`config.mk`:
```
export PLATFORM = sky130hd
export DESIGN_NAME = pll_core
export DESIGN_NICKNAME = d
export VERILOG_FILES = /design/src/rtl/pll_pkg.sv /design/src/rtl/pll_ref_div.sv /design/src/rtl/pll_n_div.sv /design/src/rtl/pll_pfd.sv /design/src/rtl/pll_core.sv
export SDC_FILE = /design/constraint.sdc
export NUM_CORES = 1
export LEC_CHECK = 0
export BUFFER_PORTS_ARGS = -buffer_cell sky130_fd_sc_hd__buf_2
export CAP_MARGIN = 20
export CORE_MARGIN = 2
export CORE_UTILIZATION = 53
export DETAILED_ROUTE_END_ITERATION = 10
export HOLD_SLACK_MARGIN = 0.15
export MAX_ROUTING_LAYER = met4
export PLACE_DENSITY = 0.76
export SYNTH_ARGS = -nofsm -noshare
export SYNTH_HDL_FRONTEND = slang
export SYNTH_SLANG_ARGS = --single-unit
```
`constraint.sdc`:
```
create_clock -name clk -period 2.2 [get_ports clk]
set_clock_uncertainty 0.15 [all_clocks]
set_input_delay 0.22 -clock clk [delete_from_list [all_inputs] [get_ports clk]]
set_output_delay 0.22 -clock clk [all_outputs]
set_load 0.05 [all_outputs]
```
`src/rtl/pll_pkg.sv`:
```
package pll_pkg;

    localparam int SEL_W  = 3;
    localparam int BAND_W = 2;
    localparam int RCNT_W = 7;

    localparam logic [1:0] ADDR_NDIV  = 2'd0;
    localparam logic [1:0] ADDR_REF   = 2'd1;
    localparam logic [1:0] ADDR_BAND  = 2'd2;
    localparam logic [1:0] ADDR_DBAND = 2'd3;

    localparam logic [SEL_W-1:0] SEL_STOP = 3'd7;

    // reload value (ratio - 1) of the reference counter; stop codes give 0
    function automatic logic [RCNT_W-1:0] ref_reload(input logic [SEL_W-1:0] sel);
        case (sel)
            3'd0:    return 7'd74;
            3'd1:    return 7'd24;
            3'd2:    return 7'd14;
            3'd3:    return 7'd11;
            3'd4:    return 7'd5;
            3'd5:    return 7'd2;
            default: return 7'd0;
        endcase
    endfunction

    function automatic logic sel_runs(input logic [SEL_W-1:0] sel);
        return sel < 3'd6;
    endfunction

endpackage

```
`src/rtl/pll_ref_div.sv`:
```
module pll_ref_div #(
    parameter int CNT_W = 7
) (
    input  logic             clk,
    input  logic             rst_n,
    input  logic             run,
    input  logic             xtal_tick,
    input  logic [CNT_W-1:0] reload,
    output logic             ref_edge
);

    typedef struct packed {
        logic [CNT_W-1:0] cnt;
    } ref_st_t;

    ref_st_t st_d, st_q;

    always_comb begin
        st_d     = st_q;
        ref_edge = run && xtal_tick && (st_q.cnt == '0);
        if (!run) begin
            st_d.cnt = '0;
        end else if (xtal_tick) begin
            st_d.cnt = (st_q.cnt == '0) ? reload : st_q.cnt - 1'b1;
        end
    end

    always_ff @(posedge clk or negedge rst_n) begin
        if (!rst_n) st_q <= '0;
        else        st_q <= st_d;
    end

endmodule

```
`src/rtl/pll_n_div.sv`:
```
module pll_n_div #(
    parameter int CNT_W = 16
) (
    input  logic             clk,
    input  logic             rst_n,
    input  logic             run,
    input  logic             vco_tick,
    input  logic [CNT_W-1:0] n_val,
    output logic             div_edge
);

    typedef struct packed {
        logic [CNT_W-1:0] cnt;
    } ndiv_st_t;

    ndiv_st_t         st_d, st_q;
    logic [CNT_W-1:0] reload;

    always_comb begin
        st_d     = st_q;
        reload   = (n_val == '0) ? '0 : n_val - 1'b1;
        div_edge = run && vco_tick && (st_q.cnt == '0);
        if (!run) begin
            st_d.cnt = reload;
        end else if (vco_tick) begin
            st_d.cnt = (st_q.cnt == '0) ? reload : st_q.cnt - 1'b1;
        end
    end

    always_ff @(posedge clk or negedge rst_n) begin
        if (!rst_n) st_q <= '0;
        else        st_q <= st_d;
    end

endmodule

```
`src/rtl/pll_pfd.sv`:
```
module pll_pfd #(
    parameter int DB_NARROW = 2,
    parameter int DB_WIDE   = 4
) (
    input  logic clk,
    input  logic rst_n,
    input  logic run,
    input  logic ref_edge,
    input  logic div_edge,
    input  logic db_wide,
    input  logic unlk_rd,
    output logic pump_hi,
    output logic pump_lo,
    output logic unlock_flag,
    output logic pend_hi,
    output logic pend_lo
);

    localparam int WC_W = $clog2(DB_WIDE) + 1;
    localparam logic [WC_W-1:0] WC_MAX    = {WC_W{1'b1}};
    localparam logic [WC_W-1:0] TH_NARROW = WC_W'(DB_NARROW - 1);
    localparam logic [WC_W-1:0] TH_WIDE   = WC_W'(DB_WIDE - 1);

    typedef struct packed {
        logic            hi;
        logic            lo;
        logic            flag;
        logic [WC_W-1:0] wc;
    } pfd_st_t;

    pfd_st_t         st_d, st_q;
    logic            next_hi, next_lo, slip;
    logic [WC_W-1:0] thresh;

    always_comb begin
        st_d    = st_q;
        next_hi = st_q.hi | div_edge;
        next_lo = st_q.lo | ref_edge;
        slip    = (st_q.lo && ref_edge && !div_edge) ||
                  (st_q.hi && div_edge && !ref_edge);

        if (!run || (next_hi && next_lo)) begin
            st_d.hi = 1'b0;
            st_d.lo = 1'b0;
        end else begin
            st_d.hi = next_hi;
            st_d.lo = next_lo;
        end

        if ((st_q.hi || st_q.lo) && (st_d.hi || st_d.lo))
            st_d.wc = (st_q.wc == WC_MAX) ? st_q.wc : st_q.wc + 1'b1;
        else
            st_d.wc = '0;

        if (slip)         st_d.flag = 1'b1;
        else if (unlk_rd) st_d.flag = 1'b0;

        thresh      = db_wide ? TH_WIDE : TH_NARROW;
        pump_hi     = run && st_q.hi && (st_q.wc >= thresh);
        pump_lo     = run && st_q.lo && (st_q.wc >= thresh);
        unlock_flag = st_q.flag;
        pend_hi     = st_q.hi;
        pend_lo     = st_q.lo;
    end

    always_ff @(posedge clk or negedge rst_n) begin
        if (!rst_n) st_q <= '0;
        else        st_q <= st_d;
    end

endmodule

```
`src/rtl/pll_core.sv`:
```
module pll_core
    import pll_pkg::*;
#(
    parameter int N_W       = 16,
    parameter int DB_NARROW = 2,
    parameter int DB_WIDE   = 4
) (
    input  logic           clk,
    input  logic           rst_n,
    input  logic           cfg_we,
    input  logic [1:0]     cfg_addr,
    input  logic [N_W-1:0] cfg_wdata,
    input  logic           xtal_tick,
    input  logic           fm_tick,
    input  logic           am_tick,
    input  logic           halt,
    input  logic           unlk_rd,
    output logic           pump_hi,
    output logic           pump_lo,
    output logic           unlock_flag,
    output logic           am_lf_sel
);

    typedef struct packed {
        logic [N_W-1:0]    ndiv;
        logic [SEL_W-1:0]  ref_sel;
        logic [BAND_W-1:0] band;
        logic              db_wide;
    } cfg_t;

    cfg_t              cfg_d, cfg_q;
    logic              run, vco_tick, ref_edge, div_edge;
    logic              pend_hi, pend_lo;
    logic [SEL_W-1:0]  sel_now;
    logic [RCNT_W-1:0] ref_rl;

    always_comb begin
        cfg_d = cfg_q;
        if (cfg_we) begin
            case (cfg_addr)
                ADDR_NDIV:  cfg_d.ndiv    = cfg_wdata;
                ADDR_REF:   cfg_d.ref_sel = cfg_wdata[SEL_W-1:0];
                ADDR_BAND:  cfg_d.band    = cfg_wdata[BAND_W-1:0];
                default:    cfg_d.db_wide = cfg_wdata[0];
            endcase
        end
        run       = !halt && sel_runs(cfg_q.ref_sel);
        vco_tick  = cfg_q.band[1] ? am_tick : fm_tick;
        am_lf_sel = (cfg_q.band == 2'b11);
        ref_rl    = ref_reload(cfg_q.ref_sel);
        sel_now   = cfg_q.ref_sel;
    end

    always_ff @(posedge clk or negedge rst_n) begin
        if (!rst_n) begin
            cfg_q         <= '0;
            cfg_q.ref_sel <= SEL_STOP;
        end else begin
            cfg_q <= cfg_d;
        end
    end

    pll_ref_div #(.CNT_W(RCNT_W)) u_ref (
        .clk       (clk),
        .rst_n     (rst_n),
        .run       (run),
        .xtal_tick (xtal_tick),
        .reload    (ref_rl),
        .ref_edge  (ref_edge)
    );

    pll_n_div #(.CNT_W(N_W)) u_ndiv (
        .clk      (clk),
        .rst_n    (rst_n),
        .run      (run),
        .vco_tick (vco_tick),
        .n_val    (cfg_q.ndiv),
        .div_edge (div_edge)
    );

    pll_pfd #(.DB_NARROW(DB_NARROW), .DB_WIDE(DB_WIDE)) u_pfd (
        .clk         (clk),
        .rst_n       (rst_n),
        .run         (run),
        .ref_edge    (ref_edge),
        .div_edge    (div_edge),
        .db_wide     (cfg_q.db_wide),
        .unlk_rd     (unlk_rd),
        .pump_hi     (pump_hi),
        .pump_lo     (pump_lo),
        .unlock_flag (unlock_flag),
        .pend_hi     (pend_hi),
        .pend_lo     (pend_lo)
    );

endmodule

```
* Yosys cells after proc, flatten, opt, wreduce, memory -nomap -nowiden
Cells that the tools add are included.
** Cells by class
- Add/subtract/negate cells :: 4
- Order comparisons :: 2
- Eq/ne operators :: 12
- Mux-type cells :: 15
- Bitwise logic cells :: 3
- Reduce and logical (&&, ||, !) cells :: 34
** Operators by type and width (number)
- $mux W16 :: 4
- $pmux W7 S6 :: 1
- $logic_not A16 Y1 :: 2
- $sub A16 B1 Y16 const B :: 2
- $mux W7 :: 3
- $logic_and A1 B1 Y1 :: 15
- $eq A3 B3 Y1 const B :: 3
- $reduce_and A2 Y1 :: 4
- $logic_not A7 Y1 :: 1
- $sub A7 B1 Y7 const B :: 1
- $eq A3 B2 Y1 const B :: 2
- $mux W3 :: 2
- $ne A2 B2 Y1 const B :: 3
- $eq A2 B2 Y1 const B :: 2
- $logic_not A1 Y1 :: 4
- $logic_or A1 B1 Y1 :: 4
- $mux W2 :: 2
- $add A3 B1 Y3 const B :: 1
- $eq A3 B1 Y1 const B :: 1
- $ge A3 B3 Y1 :: 1
- $logic_not A3 Y1 :: 1
- $lt A3 B3 Y1 const B :: 1
- $mux W1 :: 3
- $reduce_or A3 Y1 :: 1
- other kinds (5) :: 6
** Word-level totals
- Register bits :: 51
- Bits of input ports :: 26
- Output and inout bits :: 4
- Logic and storage cells :: 80

* Depth between registers and ports, before layout
- Depth after elaboration :: 11
- Gate-level depth with buffers :: 8
- Depth with buffers taken out :: 7

* Modules after synthesis
A second synthesis with hierarchy kept.
** Second synthesis, totals
- Cell total of the unflattened synthesis :: 313
- Area, all modules :: 3240.6 um^2
** By module, submodules not included
- pll_n_div :: instances 1, cells each 166, area each 1461.4 um^2, sequential area each 400.4 um^2
- pll_core :: instances 1, cells each 64, area each 944.7 um^2, sequential area each 554.3 um^2
- pll_ref_div :: instances 1, cells each 55, area each 499.2 um^2, sequential area each 175.2 um^2
- pll_pfd :: instances 1, cells each 28, area each 335.3 um^2, sequential area each 150.1 um^2

* Least setup slack after synthesis
No wires, ideal clock.
- Path kind :: reg2out
- Start :: register cfg_q, in the netlist sel_now[1]
- End :: output port pump_hi
- Arrival :: 2.133 ns
- Data required time :: 1.830 ns
- Setup slack :: -0.303 ns
- Cell stages (with the launch flop) :: 5
- Buffers on the path :: 2
- Cell sequence :: dfstp_2 a21o_1 clkbuf_1 clkbuf_1 nor3b_1
** On the way
- Cells in the longest elaborated chain, start to end :: 4
** RTL lines
- start: declaration :: RTL line pll_core.sv:31 : cfg_t cfg_d, cfg_q;
- start signal: assignment :: RTL line pll_core.sv:59 : cfg_q <= cfg_d;
- $lt A3 B3 Y1 :: RTL line pll_pkg.sv:28 : return sel < 3'd6;
- $logic_and A1 B1 Y1 :: RTL line pll_core.sv:47 : run = !halt && sel_runs(cfg_q.ref_sel);
- $logic_and A1 B1 Y1 (2 in series) :: RTL line pll_pfd.sv:59 : pump_hi = run && st_q.hi && (st_q.wc >= thresh);
- end: declaration :: RTL line pll_core.sv:18 : output logic pump_hi,
No other way between the ends.

* Final worst setup path
- Start :: register u_ndiv.st_q[1] (netlist name)
- End :: register u_ndiv.st_q[15] (netlist name)
** On the way
- Cells in the longest elaborated chain, start to end :: 4
- Elaborated cells on any way between the ends :: 5
- Classes of those cells :: add/sub (1); mux (3); reduce/logical (1)
** RTL lines
- start: declaration :: RTL line pll_n_div.sv:16 : ndiv_st_t st_d, st_q;
- start signal: assignment :: RTL line pll_n_div.sv:32 : else st_q <= st_d;
- $sub A16 B1 Y16 / $logic_not A16 Y1 (equally long branches) :: RTL line pll_n_div.sv:26 : st_d.cnt = (st_q.cnt == '0) ? reload : st_q.cnt - 1'b1;
- $mux W16 * :: RTL line pll_n_div.sv:26
- $mux W16 * :: RTL line pll_n_div.sv:25 : end else if (vco_tick) begin
- $mux W16 * :: RTL line pll_n_div.sv:23 : if (!run) begin
Mark *: on every way between the ends. The rest lies on a longest branch, timed or not. The select of a mux whose other input is x is not followed.
A chain may end at the register's enable or synchronous reset.

==> results.md <==
* P per Cell Area at 895.8 mW/mm2
* WP data arrival at 2360 ps
* Critical Path RT at between 2000 and 2500 ps
* Max stage delay on crit path at 470 ps
* Synth Warn # at 0
* Worst Path Max Fanout at 6
* H-tree depth at 2
* XOR/XNOR share of the synthesized area at 4.375%
* Startpoint Class: register
* Initial core utilization at 54.87%
* Placer Congestion at 0.8628
* WL final at 8098 um
* Via Count at 2811
* Status: finished, violations left
* Residual DRC at 0
* Worst-path clk slew at 100 ps
* Final setup vio count at 11
* Placed insts at 440
* Min Tclk post-route at 2319 ps
* Root buf cell: clkbuf_8
* Via/cell ratio at approximately 6
* Syn_area_per_cell at 9.533 um2
* Share of cells above drive strength 1 at 34.33%
* Setup WS post-layout at -119.3 ps
* Sequential fraction of the synthesis area at between 40% and 50%
* Crit-path slowest cell: or4b_4
* Count of cell types in the netlist at 46
* Rows at 27
* Area fraction in compound gates after synthesis at around 15%
* Global route overflow at 0
* Post-synth EDFFs at 0
* Post-Synth Simple-Gate Area at 23.04%
* Synth async-reset ratio at 100.0%
* Max VDD drop at 569.2 uV
* CTS tree: done
* Final Hold Fails at 0
* Worst Hold Class: in -> reg
* DRT antenna net count at 0
* Synth Area in Adders at 3.750%
* Leak at 1.708 nW
* Initial antenna violation count at 0
* TritonCTS buffer count at 5
* Gr usage total at a little over a quarter
* Total Power at 0.003555 W
* Vias in the first global route at 2704
* Worst skew pair latency at approximately 310 ps
* DP HPWL at a little over 5000 um
* Maxcap violations at 0
* Fin cells at 474
* Fmax at 0.4312 GHz
* Overall die width at 79.27 um
* Slew @ Worst Pin at 668.2 ps
* Gate Count Post-Synth at between 300 and 400
* Relative slew slack at 55.40%
* Full die area at 0.006284 mm2
* Crit-path cells: inv_2 -> ha_1 -> or4b_4 -> nor4_4 -> buf_4 -> buf_6 -> nand2b_4 -> nor3_2 -> a221o_1
* IO Port Bufs at 29
* RSZ-0062 raised after global routing: yes
* Largest family of logic cells by synthesized area: simple AND/OR/NAND/NOR gates
* Period utilization at 105.4%
* # clock sinks at 51
* I/O pin cnt at 30
* Syn Nets at 350
* CTS Buffer Depth at 2
* Core Footprint at 0.005473 mm2
* Nets at about 440
* Largest net degree at the start of global routing at 28
* Mux contribution to synthesized area at 9.167%
* Slew Viols, Final at 0
* Global-route wire length before repair at 12930 um
* Cell Area, Synth at 0.003003 mm2
* Synth Register Bits at between 50 and 60
* TritonRoute pass-1 iters at 4
* Area growth from synthesis to layout at 32.17%
* WS Path Type: reg -> reg
* Routed wire per std cell at roughly 17 um
* N_diodes at 0
* CP endpoint kind: register
* Initial DRC count at 189
* Primary FF master, synth: dfrtp_1
* Die Span Y at 79.27 um
* Failing checks: setup timing
[cells by family (layout without fill, tap and decap cells)]
group / after synthesis / count (layout)
simple gates: 130 / 130
flops: 51 / 51
buf+inv: 20 / 107
mux: 25 / 25
fa+ha+maj: 9 / 9
xor+xnor: 15 / 15
compound gates: 65 / 65
[sequential cells by signal, indices dropped and copies added (netlist names)]
register           flops
u_pfd.st_q             3
u_pfd.pend_hi          1
sel_now                3
u_ndiv.st_q           16
u_ref.st_q             7
u_pfd.pend_lo          1
cfg_q                 19
u_pfd.unlock_flag      1
[final timing paths]
kind                                             from                     endpoint  slack (ps)  depth (start not counted)
min in group asynchronous                       rst_n    u_pfd.st_q[2]$_DFFE_PN0P_         290                          2
min reg2reg                      cfg_q[1]$_DFFE_PN0P_         cfg_q[1]$_DFFE_PN0P_         360                          1
max                        u_ndiv.st_q[1]$_DFFE_PN0P_  u_ndiv.st_q[15]$_DFFE_PN0P_        -120                          9
max in group asynchronous                       rst_n       sel_now[2]$_DFFE_PN1P_         960                          3
min                                       cfg_addr[1]         cfg_q[0]$_DFFE_PN0P_         160                          3
max reg2reg                u_ndiv.st_q[1]$_DFFE_PN0P_  u_ndiv.st_q[15]$_DFFE_PN0P_        -120                          9
[area by class of cell]
cell class / count / area [um2]
well taps: 72 / 90.09
multi-input cells: 244 / 1802
flip-flops and latches: 51 / 1280
inverters: 12 / 45.04
fillers: 399 / 1504
repair buffers: 87 / 651.9
clock buffers: 8 / 100.1
[layer usage]
metal | wire length, um | track usage (%) | vias up
li1 | - | - | 1328
met1 | 3457 | 35.01 | 1375
met2 | 4145 | 45.17 | 93
met3 | 365 | 2.386 | 15
met4 | 130 | 7.586 | 0
met5 | 0 | - | -
[per-stage QoR]
stage / setup TNS [ps] / cell area, um2 / hold WS [ps] / worst slack, ps / utilization, %
floorplan: -309.7 / 3054 / -225.6 / -116.2 / -
global placement: -131.6 / 3513 / 116.3 / -105.8 / 64.20
detailed placement: -398.6 / 3513 / 119.1 / -164.2 / 64.20
CTS: -949.3 / 3846 / 155.9 / -138.1 / 70.28
global route: -2060 / 3969 / 186.8 / -206.2 / 72.52
finish: -536.0 / 3969 / 160.5 / -119.3 / 72.52
[cells in the mapped netlist (2+ instances only)]
| library cell | n | area (um2) |
|---|---|---|
| o311ai_0 | 3 | 26.28 |
| or4b_1 | 2 | 20.02 |
| nand3b_1 | 3 | 22.52 |
| a22oi_1 | 2 | 15.01 |
| and2_1 | 2 | 12.51 |
| xor2_1 | 5 | 43.79 |
| ha_1 | 9 | 112.6 |
| mux2_2 | 20 | 225.2 |
| dfstp_2 | 3 | 78.83 |
| inv_1 | 12 | 45.04 |
| o21ai_0 | 21 | 105.1 |
| and3_1 | 2 | 12.51 |
| mux2i_1 | 5 | 50.05 |
| clkbuf_1 | 6 | 22.52 |
| a2111oi_0 | 2 | 17.52 |
| o211ai_1 | 8 | 60.06 |
| nor3b_1 | 7 | 52.55 |
| a21oi_1 | 8 | 40.04 |
| nor3_1 | 28 | 140.1 |
| nor4_1 | 5 | 31.28 |
| nand4_1 | 2 | 12.51 |
| a31oi_1 | 3 | 18.77 |
| nand3_1 | 7 | 35.03 |
| o211a_1 | 2 | 20.02 |
| nor2_1 | 21 | 78.83 |
| o21a_1 | 2 | 15.01 |
| a221o_1 | 2 | 20.02 |
| a211oi_1 | 4 | 30.03 |
| o221ai_1 | 4 | 35.03 |
| nand2b_1 | 4 | 25.02 |
| a21o_1 | 3 | 22.52 |
| xnor2_1 | 10 | 87.58 |
| or2_2 | 3 | 18.77 |
| or4_1 | 2 | 15.01 |
| nand2_1 | 34 | 127.6 |
| or3_1 | 2 | 12.51 |
| dfrtp_1 | 48 | 1201 |
[placed cells by master (no fill, tap or decap), types with 3 or more instances in the layout]
cell type,count
dfrtp_1,48
buf_4,35
nand2_1,30
buf_2,29
nor3_1,23
mux2_2,20
nor2_1,19
dlygate4sd3_1,19
inv_1,10
o21ai_1,10
xnor2_1,10
o21ai_0,10
ha_1,9
o211ai_1,8
clkbuf_8,7
nand3_1,6
mux2i_1,5
a21oi_1,5
nor3_2,5
nor4_1,5
nor3b_1,5
xor2_1,5
nand2_2,4
a21o_1,3
or4_4,3
a21oi_2,3
a211oi_1,3
o311ai_1,3
or2_2,3
nand3b_1,3
buf_6,3
dfstp_2,3
[critical path: cells and delay by family, from the launching register on]
| kind | cells | cell delay (ps) |
|---|---|---|
| compound gates | 1 | 260 |
| flops | 1 | 440 |
| buf+inv | 3 | 360 |
| simple gates | 4 | 870 |
| fa+ha+maj | 1 | 130 |
[power breakdown]
part	switching [W]	total [W]	internal, W
Combinational	0.000797	0.00154	0.000741
Clock	0.000316	0.000605	0.000288
Sequential	0.000246	0.00141	0.00117
[what timing repair did]
item,CTS,global route
hold buffers,19,0
pin swaps,4,9
endpoints found under the hold margin,52,0
cloned,1,0
gates resized for setup,5,36
setup endpoints to repair,14,22
setup buffers,3,4
No activity file was read; power rests on OpenSTA's default activity.
